**config.mk**
```make
export PLATFORM = sky130hd
export DESIGN_NAME = cmp_cond_unit
export DESIGN_NICKNAME = d
export VERILOG_FILES = /design/src/rtl/cmpu_pkg.sv /design/src/rtl/cmpu_ctrl.sv /design/src/rtl/cmpu_datapath.sv /design/src/rtl/cmp_cond_unit.sv
export SDC_FILE = /design/constraint.sdc
export NUM_CORES = 1
export LEC_CHECK = 0
export BUFFER_PORTS_ARGS = -buffer_cell sky130_fd_sc_hd__buf_2
export CAP_MARGIN = 20
export CORE_ASPECT_RATIO = 1.75
export CORE_UTILIZATION = 45
export DETAILED_ROUTE_END_ITERATION = 10
export HOLD_SLACK_MARGIN = 0.08
export PLACE_DENSITY = 0.78
export REMOVE_ABC_BUFFERS = 1
export SETUP_SLACK_MARGIN = 0.4
export SYNTH_ARGS = -nofsm -noshare
export SYNTH_HDL_FRONTEND = slang
export SYNTH_SLANG_ARGS = --single-unit
```
**constraint.sdc**
```tcl
create_clock -name clk -period 7.2 [get_ports clk]
set_clock_uncertainty 0.05 [all_clocks]
set_input_delay 1.08 -clock clk [delete_from_list [all_inputs] [get_ports clk]]
set_output_delay 1.08 -clock clk [all_outputs]
set_load 0.1 [all_outputs]
```
**src/rtl/cmpu_pkg.sv**
```systemverilog
package cmpu_pkg;
  localparam int XLEN   = 64;
  localparam int IMMW   = 16;
  localparam int NFIELD = 8;
  localparam int NIB    = 4;
  localparam int CRW    = NFIELD * NIB;
  localparam int IDXW   = $clog2(NFIELD);

  typedef struct packed {
    logic              clear;
    logic [NFIELD-1:0] wrMask;
  } cmpuStrobe_t;
endpackage

```
**src/rtl/cmpu_ctrl.sv**
```systemverilog
module cmpu_ctrl
  import cmpu_pkg::*;
(
  input  logic            rst,
  input  logic            valid,
  input  logic [IDXW-1:0] fieldIdx,
  output cmpuStrobe_t     strobe
);
  // One-hot write mask: one enable per field, raised only with the strobe
  always_comb begin
    strobe.clear  = rst;
    strobe.wrMask = '0;
    for (int k = 0; k < NFIELD; k++) begin
      strobe.wrMask[k] = valid && (fieldIdx == IDXW'(k));
    end
  end
endmodule

```
**src/rtl/cmpu_datapath.sv**
```systemverilog
module cmpu_datapath
  import cmpu_pkg::*;
#(
  parameter int W    = XLEN,
  parameter int IW   = IMMW,
  parameter int NF   = NFIELD,
  parameter int NW   = NIB
) (
  input  logic            clk,
  input  cmpuStrobe_t     strobe,
  input  logic [W-1:0]    opA,
  input  logic [W-1:0]    opB,
  input  logic [IW-1:0]   imm,
  input  logic            useImm,
  input  logic            isSigned,
  input  logic            isWide,
  input  logic            sumOvf,
  output logic [NF*NW-1:0] condReg
);
  localparam int HALF = W / 2;

  logic [W-1:0] extA, regB, immExt, extB, keyA, keyB;
  logic         ltBit, eqBit, gtBit;
  logic [NW-1:0] resNib;

  // Operand shaping: low half extended in word mode
  always_comb begin
    extA   = isWide ? opA : {{HALF{isSigned & opA[HALF-1]}}, opA[HALF-1:0]};
    regB   = isWide ? opB : {{HALF{isSigned & opB[HALF-1]}}, opB[HALF-1:0]};
    immExt = {{(W-IW){isSigned & imm[IW-1]}}, imm};
    extB   = useImm ? immExt : regB;
  end

  // Signed order becomes unsigned order once the sign bit is flipped
  always_comb begin
    keyA  = extA ^ {isSigned, {(W-1){1'b0}}};
    keyB  = extB ^ {isSigned, {(W-1){1'b0}}};
    ltBit = keyA < keyB;
    eqBit = extA == extB;
    gtBit = !ltBit && !eqBit;
    resNib = {ltBit, gtBit, eqBit, sumOvf};
  end

  // Field k is stored at the k-th nibble counting from the top
  generate
    for (genvar k = 0; k < NF; k++) begin : gField
      always_ff @(posedge clk) begin
        if (strobe.clear) begin
          condReg[(NF-1-k)*NW +: NW] <= '0;
        end else if (strobe.wrMask[k]) begin
          condReg[(NF-1-k)*NW +: NW] <= resNib;
        end
      end
    end
  endgenerate
endmodule

```
**src/rtl/cmp_cond_unit.sv**
```systemverilog
module cmp_cond_unit
  import cmpu_pkg::*;
(
  input  logic            clk,
  input  logic            rst,
  input  logic            valid,
  input  logic [63:0]     opA,
  input  logic [63:0]     opB,
  input  logic [15:0]     imm,
  input  logic            useImm,
  input  logic            isSigned,
  input  logic            isWide,
  input  logic [2:0]      fieldIdx,
  input  logic            sumOvf,
  output logic [31:0]     condReg
);
  cmpuStrobe_t strobe;

  cmpu_ctrl uCtrl (
    .rst      (rst),
    .valid    (valid),
    .fieldIdx (fieldIdx),
    .strobe   (strobe)
  );

  cmpu_datapath uDp (
    .clk      (clk),
    .strobe   (strobe),
    .opA      (opA),
    .opB      (opB),
    .imm      (imm),
    .useImm   (useImm),
    .isSigned (isSigned),
    .isWide   (isWide),
    .sumOvf   (sumOvf),
    .condReg  (condReg)
  );
endmodule

```
Word-level counts from Yosys, hierarchy flattened
Index checks and enable logic that the tools add are counted.

operators by class
  add/sub/neg operators = 0
  multipliers = 0
  div/mod/pow operators = 0
  order comparisons = 1
  equality and inequality tests = 8
  shifts and indexed selects = 0
  multiplexer cells = 3
  bitwise logic cells = 5
  reductions and logical operators = 12

operators with widths
  operator                                                                count
  64-bit two-way mux                                                      3
  64-bit XOR                                                              2
  64-bit equality test                                                    1
  64-bit less-than comparator                                             1
  3-bit equality test (second input constant)                             4
  1-bit logical AND                                                       9
  3-bit by 2-bit equality test with 1-bit output (second input constant)  2
  1-bit AND                                                               3
  3-bit by 1-bit equality test with 1-bit output (second input constant)  1
  3-bit zero test                                                         1
  1-bit zero test                                                         2

word-level totals
  bits in registers = 32
  bits in latches = 0
  RAM bits = 0
  ROM bits = 0
  output and inout port bits = 32
  logic and storage cells = 37
  memories kept = 0

Longest topological paths before layout
  word-level depth = 7
  mapped depth = 13

Hierarchy
A second synthesis with hierarchy kept.

unflattened totals
  cells, all modules = 529
  area, all modules = 3809.9 µm²

modules (own cells, without submodules)
  module         instances  cells an instance  area each (µm²)
  cmpu_datapath  1          520                3707.3
  cmpu_ctrl      1          9                  102.6

Worst setup path after synthesis
OpenSTA, ideal clock, no wires.

  kind = input port to flip-flop
  start = in useImm
  end = reg uDp.condReg[2]
  arrival = 3595 ps
  setup slack = 3430 ps
  stages on the path = 10
  path buffers = 2
  cells stage by stage = clkbuf_1 clkbuf_1 mux2i_1 ha_1 nand3_1 or4_4 nor3_4 nand4_4 nor2_4 o41ai_2

between the ends
  longest elaborated chain between the ends = 5

ends and longest elaborated chain
  item                             line                 RTL
  from (decl)                      cmp_cond_unit.sv:10  input logic useImm,
  64-bit two-way mux *             cmpu_datapath.sv:31  extB = useImm ? immExt : regB;
  64-bit XOR                       cmpu_datapath.sv:37  keyB = extB ^ {isSigned, {(W-1){1'b0}}};
  64-bit less-than comparator      cmpu_datapath.sv:38  ltBit = keyA < keyB;
  1-bit zero test                  cmpu_datapath.sv:40  gtBit = !ltBit && !eqBit;
  1-bit logical AND *              cmpu_datapath.sv:40
  to (signal, indexed assignment)  cmpu_datapath.sv:51  condReg[(NF-1-k)*NW +: NW] <= resNib;
  to (decl)                        cmpu_datapath.sv:18  output logic [NF*NW-1:0] condReg

Every way passes the cells marked *; elsewhere a longest branch is shown, timed or not.
A chain may end at the register's enable or synchronous reset.

Final worst setup path
  start = in useImm
  end = reg uDp.condReg[7]

between the ends
  longest elaborated chain between the ends = 3

ends and longest elaborated chain
  item                         line
  64-bit two-way mux           cmpu_datapath.sv:31
  64-bit XOR                   cmpu_datapath.sv:37
  64-bit less-than comparator  cmpu_datapath.sv:38

Every way passes these cells.

==> qor.yml <==
global_routing:
  vias_in_the_first_global_route: 4396
  grt_use_met2_pct: 48.26
  grt_use_total_pct: 25.03
  number_of_antenna_violations_at_the_first_check_in_global_routing: 0
  gr-total-overflow: 0
  top_usage_layer: "met2"
  grt_pass1_wl_um: 18650
  grtUsageMet1_pct: 26.26
  groute.layer.met3.usage_pct: 2.480
  grt_max_degree: 69
yosys:
  avgSynthCellArea_sq_um: 7.491
  seq_cells_post_synth: 32
  synth_flop_cell: "sky130_fd_sc_hd__dfxtp_1"
  synth_cell_type_count: 47
  synth_area_sq_mm: 0.003970
  yosysWarnings: 0
  synth-async-reset-ratio_pct: 0
  post_synth_inst_count: 530
  synth_enable_flop_cells: 0
  synth_sequential_area_ratio_pct: 16.14
sta:
  tns_ps: 0
  setup_slack_ps: 2768
  final.period_utilization_pct: 61.55
  post-route-min-period_ps: 4432
  rsz0062_at_grt: "no"
  worst_pin_slew_ps: 867.0
  final_hold_viol_count: 0
  timing_max_transition_violations_final: 0
  fmax_mhz: 225.6
  final-setup-viol-count: 0
  slew_headroom_pct: 42.20
clock_network:
  clock-sinks: 32
  clk_path_buf_depth: 2
  clockRootBuffer: "sky130_fd_sc_hd__clkbuf_16"
  clk_latency_ps: 280
  tritoncts: "done"
  clk_pin_slew_ps: 50
  postCtsResizedCells: 0
  cts_post_setup_buffers_inserted: 0
  cts_htree_levels: 2
  numCtsBuffers: 5
  cts.hold.buffers_added: 0
drt:
  dr_total_vias: 4456
  antenna_violating_nets_post_route: 0
  via_per_inst: 5.474
  detailedRoute.firstPassIterationCount: 4
  drc: 0
  totalWireLength_um: 11180
  wl_per_cell_um: 13.73
  number_of_design_rule_violations_left_by_the_first_detailed_router_iteration: 153
layout:
  layout_common_cells: "sky130_fd_sc_hd__buf_2, sky130_fd_sc_hd__a21oi_1, sky130_fd_sc_hd__ha_1, sky130_fd_sc_hd__inv_1, sky130_fd_sc_hd__o21ai_0"
  top_register: "uDp.condReg"
  num_antenna_cells: 0
  seq_area_sq_um: 640.6
  multi_input_gate_area_sq_mm: 0.002952
  final_nets: 919
  number_of_flip_flops_under_the_largest_register_name: 32
  area_growth_syn_to_fin_pct: 29.59
  biggestRegsByFlops: "uDp.condReg x32"
  most_common_cell_after_layout_fill_and_taps_aside: "sky130_fd_sc_hd__buf_2"
  filler_cell_count: 803
  drive_above_1_share_pct: 31.99
place:
  gp_congestion: 0.8906
  io_buffers: 185
  post-place-ws_ps: 2515
  place.detailed.hpwl_um: 9104
critical_path:
  timing.critical_path.to_type: "flop"
  critical_path.slowest_cell: "sky130_fd_sc_hd__nand2_1"
  critical_path.cell_chain: "buf_2 > buf_4 > nand2_1 > buf_16 > o21ai_0 > ha_1 > a21oi_1 > o21ai_0 > a221o_1 > a211o_1 > a21oi_4 > o21ai_4 > o31ai_1"
  worst-path-max-fanout: 65
  cp_common_cell: "sky130_fd_sc_hd__o21ai_0"
  crit_path_start: "useImm"
  criticalPathCategory: "in -> reg"
  critPathTopFamily: "compound AO/OA/AOI/OAI gates"
  worstPathRequired_ps: 7330
  r2r-start: "uDp.condReg[25]"
  start_kind: "input port"
  worst-endpoint-arrival_ps: 4560
  critPathBufInv: 3
  critPathMaxStageDelay_ps: 590
power_and_ir_drop:
  total_leakage_power_nw: 2.762
  switchingPower_w: 0.0002623
  switching_share_pct: 36.10
  comb_power_share_pct: 41.7
  irDropWorstVdd_mv: 0.1733
  p_int_w: 0.0004644
  sequentialPowerShare_pct: 25.2
  cellPowerDensity_mw_per_mm2: 141.2
  clock_power_share_pct: 33.0
hold_path:
  classification_of_the_worst_slack_hold_path: "reg -> reg"
  hold_path.startpoint: "uDp.condReg[28]"
status:
  outcome: "complete, no violations"
floorplan:
  fp.dieW_um: 73
  std_cell_rows: 45
  ios: 186
  die-height_um: 126.3
  coreArea_sq_mm: 0.008615
  die_footprint_sq_mm: 0.009217
  floorplan.initialDensity_pct: 46.09
job:
  max_cap_viol_count: 0
[worst reg2reg max path, cell delays in order (launching register included)]
cell and delay [ps]:
sky130_fd_sc_hd__dfxtp_1 330, sky130_fd_sc_hd__a21oi_1 140, sky130_fd_sc_hd__nor2_1 60
[routing by layer]
| layer | vias to the layer above | wire length, um |
|---|---|---|
| li1 | 2252 | - |
| met2 | 176 | 5985 |
| met1 | 1997 | 4287 |
| met4 | 0 | 384 |
| met5 | - | 0 |
| met3 | 31 | 519 |
[metrics by stage]
stage                     util [%]  std cells  hold slack [ps]  area [sq um]  power (W)
after floorplan                  -        499            831.1          3844  0.0003805
final                        59.72        814            435.3          5145  0.0007267
after detailed placement     57.82        806            416.4          4981  0.0004906
after global placement       57.37        804            400.8          4942  0.0004765
after global routing         59.72        814            443.0          5145  0.0007752
after CTS                    59.72        814            428.7          5145  0.0007315
[cell families after synthesis]
family                     Yosys count  synth area share (%)
DFF                                 32                 16.14
muxes                               23                 5.830
and+or+nand+nor                    110                 16.55
adders and majority gates           69                 21.75
buffers and inverters               99                 9.612
AOI/OAI and AO/OA                  194                 29.28
xor gates and xnor gates             3                0.8511
[final timing paths]
kind	to	cells past startpoint	slack, ps
worst min register to register	uDp.condReg[28]	2	440
worst max-delay path	uDp.condReg[7]	13	2770
worst min-delay path	uDp.condReg[28]	2	440
worst max register to register	uDp.condReg[25]	2	6480
[power by group through the flow]
stage / Combinational (W) / Clock (W) / Sequential, W
floorplan: 0.000166 / 0 / 0.000215
global placement: 0.000289 / 0 / 0.000187
detailed placement: 0.000304 / 0 / 0.000187
CTS: 0.000305 / 0.000243 / 0.000183
global route: 0.000343 / 0.000248 / 0.000184
finish: 0.000303 / 0.000240 / 0.000183
[synthesized netlist by cell type (2+ instances only)]
cell / count / area share [%]
sky130_fd_sc_hd__o31ai_1: 5 / 0.95
sky130_fd_sc_hd__a21oi_1: 97 / 12
sky130_fd_sc_hd__o41ai_1: 4 / 0.88
sky130_fd_sc_hd__ha_1: 69 / 22
sky130_fd_sc_hd__o41ai_2: 4 / 1.6
sky130_fd_sc_hd__o21ai_0: 59 / 7.4
sky130_fd_sc_hd__nand4_1: 15 / 2.4
sky130_fd_sc_hd__mux2i_1: 22 / 5.5
sky130_fd_sc_hd__a21oi_2: 2 / 0.44
sky130_fd_sc_hd__inv_1: 68 / 6.4
sky130_fd_sc_hd__nor2b_1: 4 / 0.63
sky130_fd_sc_hd__a21o_1: 4 / 0.76
sky130_fd_sc_hd__nand3b_1: 17 / 3.2
sky130_fd_sc_hd__nor3_1: 12 / 1.5
sky130_fd_sc_hd__a211oi_1: 5 / 0.95
sky130_fd_sc_hd__clkbuf_1: 28 / 2.6
sky130_fd_sc_hd__nand3_1: 15 / 1.9
sky130_fd_sc_hd__dfxtp_1: 32 / 16
sky130_fd_sc_hd__nor2_1: 19 / 1.8
sky130_fd_sc_hd__nor4_4: 2 / 1.1
sky130_fd_sc_hd__o31ai_2: 4 / 1.3
sky130_fd_sc_hd__nor4_1: 2 / 0.32
sky130_fd_sc_hd__nand2_1: 17 / 1.6
[layout make-up]
class	count	share of cell area [%]
timing repair buffer	190	19.19
tap	117	2.845
sequential	32	12.45
inverter	68	4.961
clock inverter	2	0.6809
multi-input combinational	399	57.37
clock buffer	6	2.505
(Power assumes the default switching activity.)
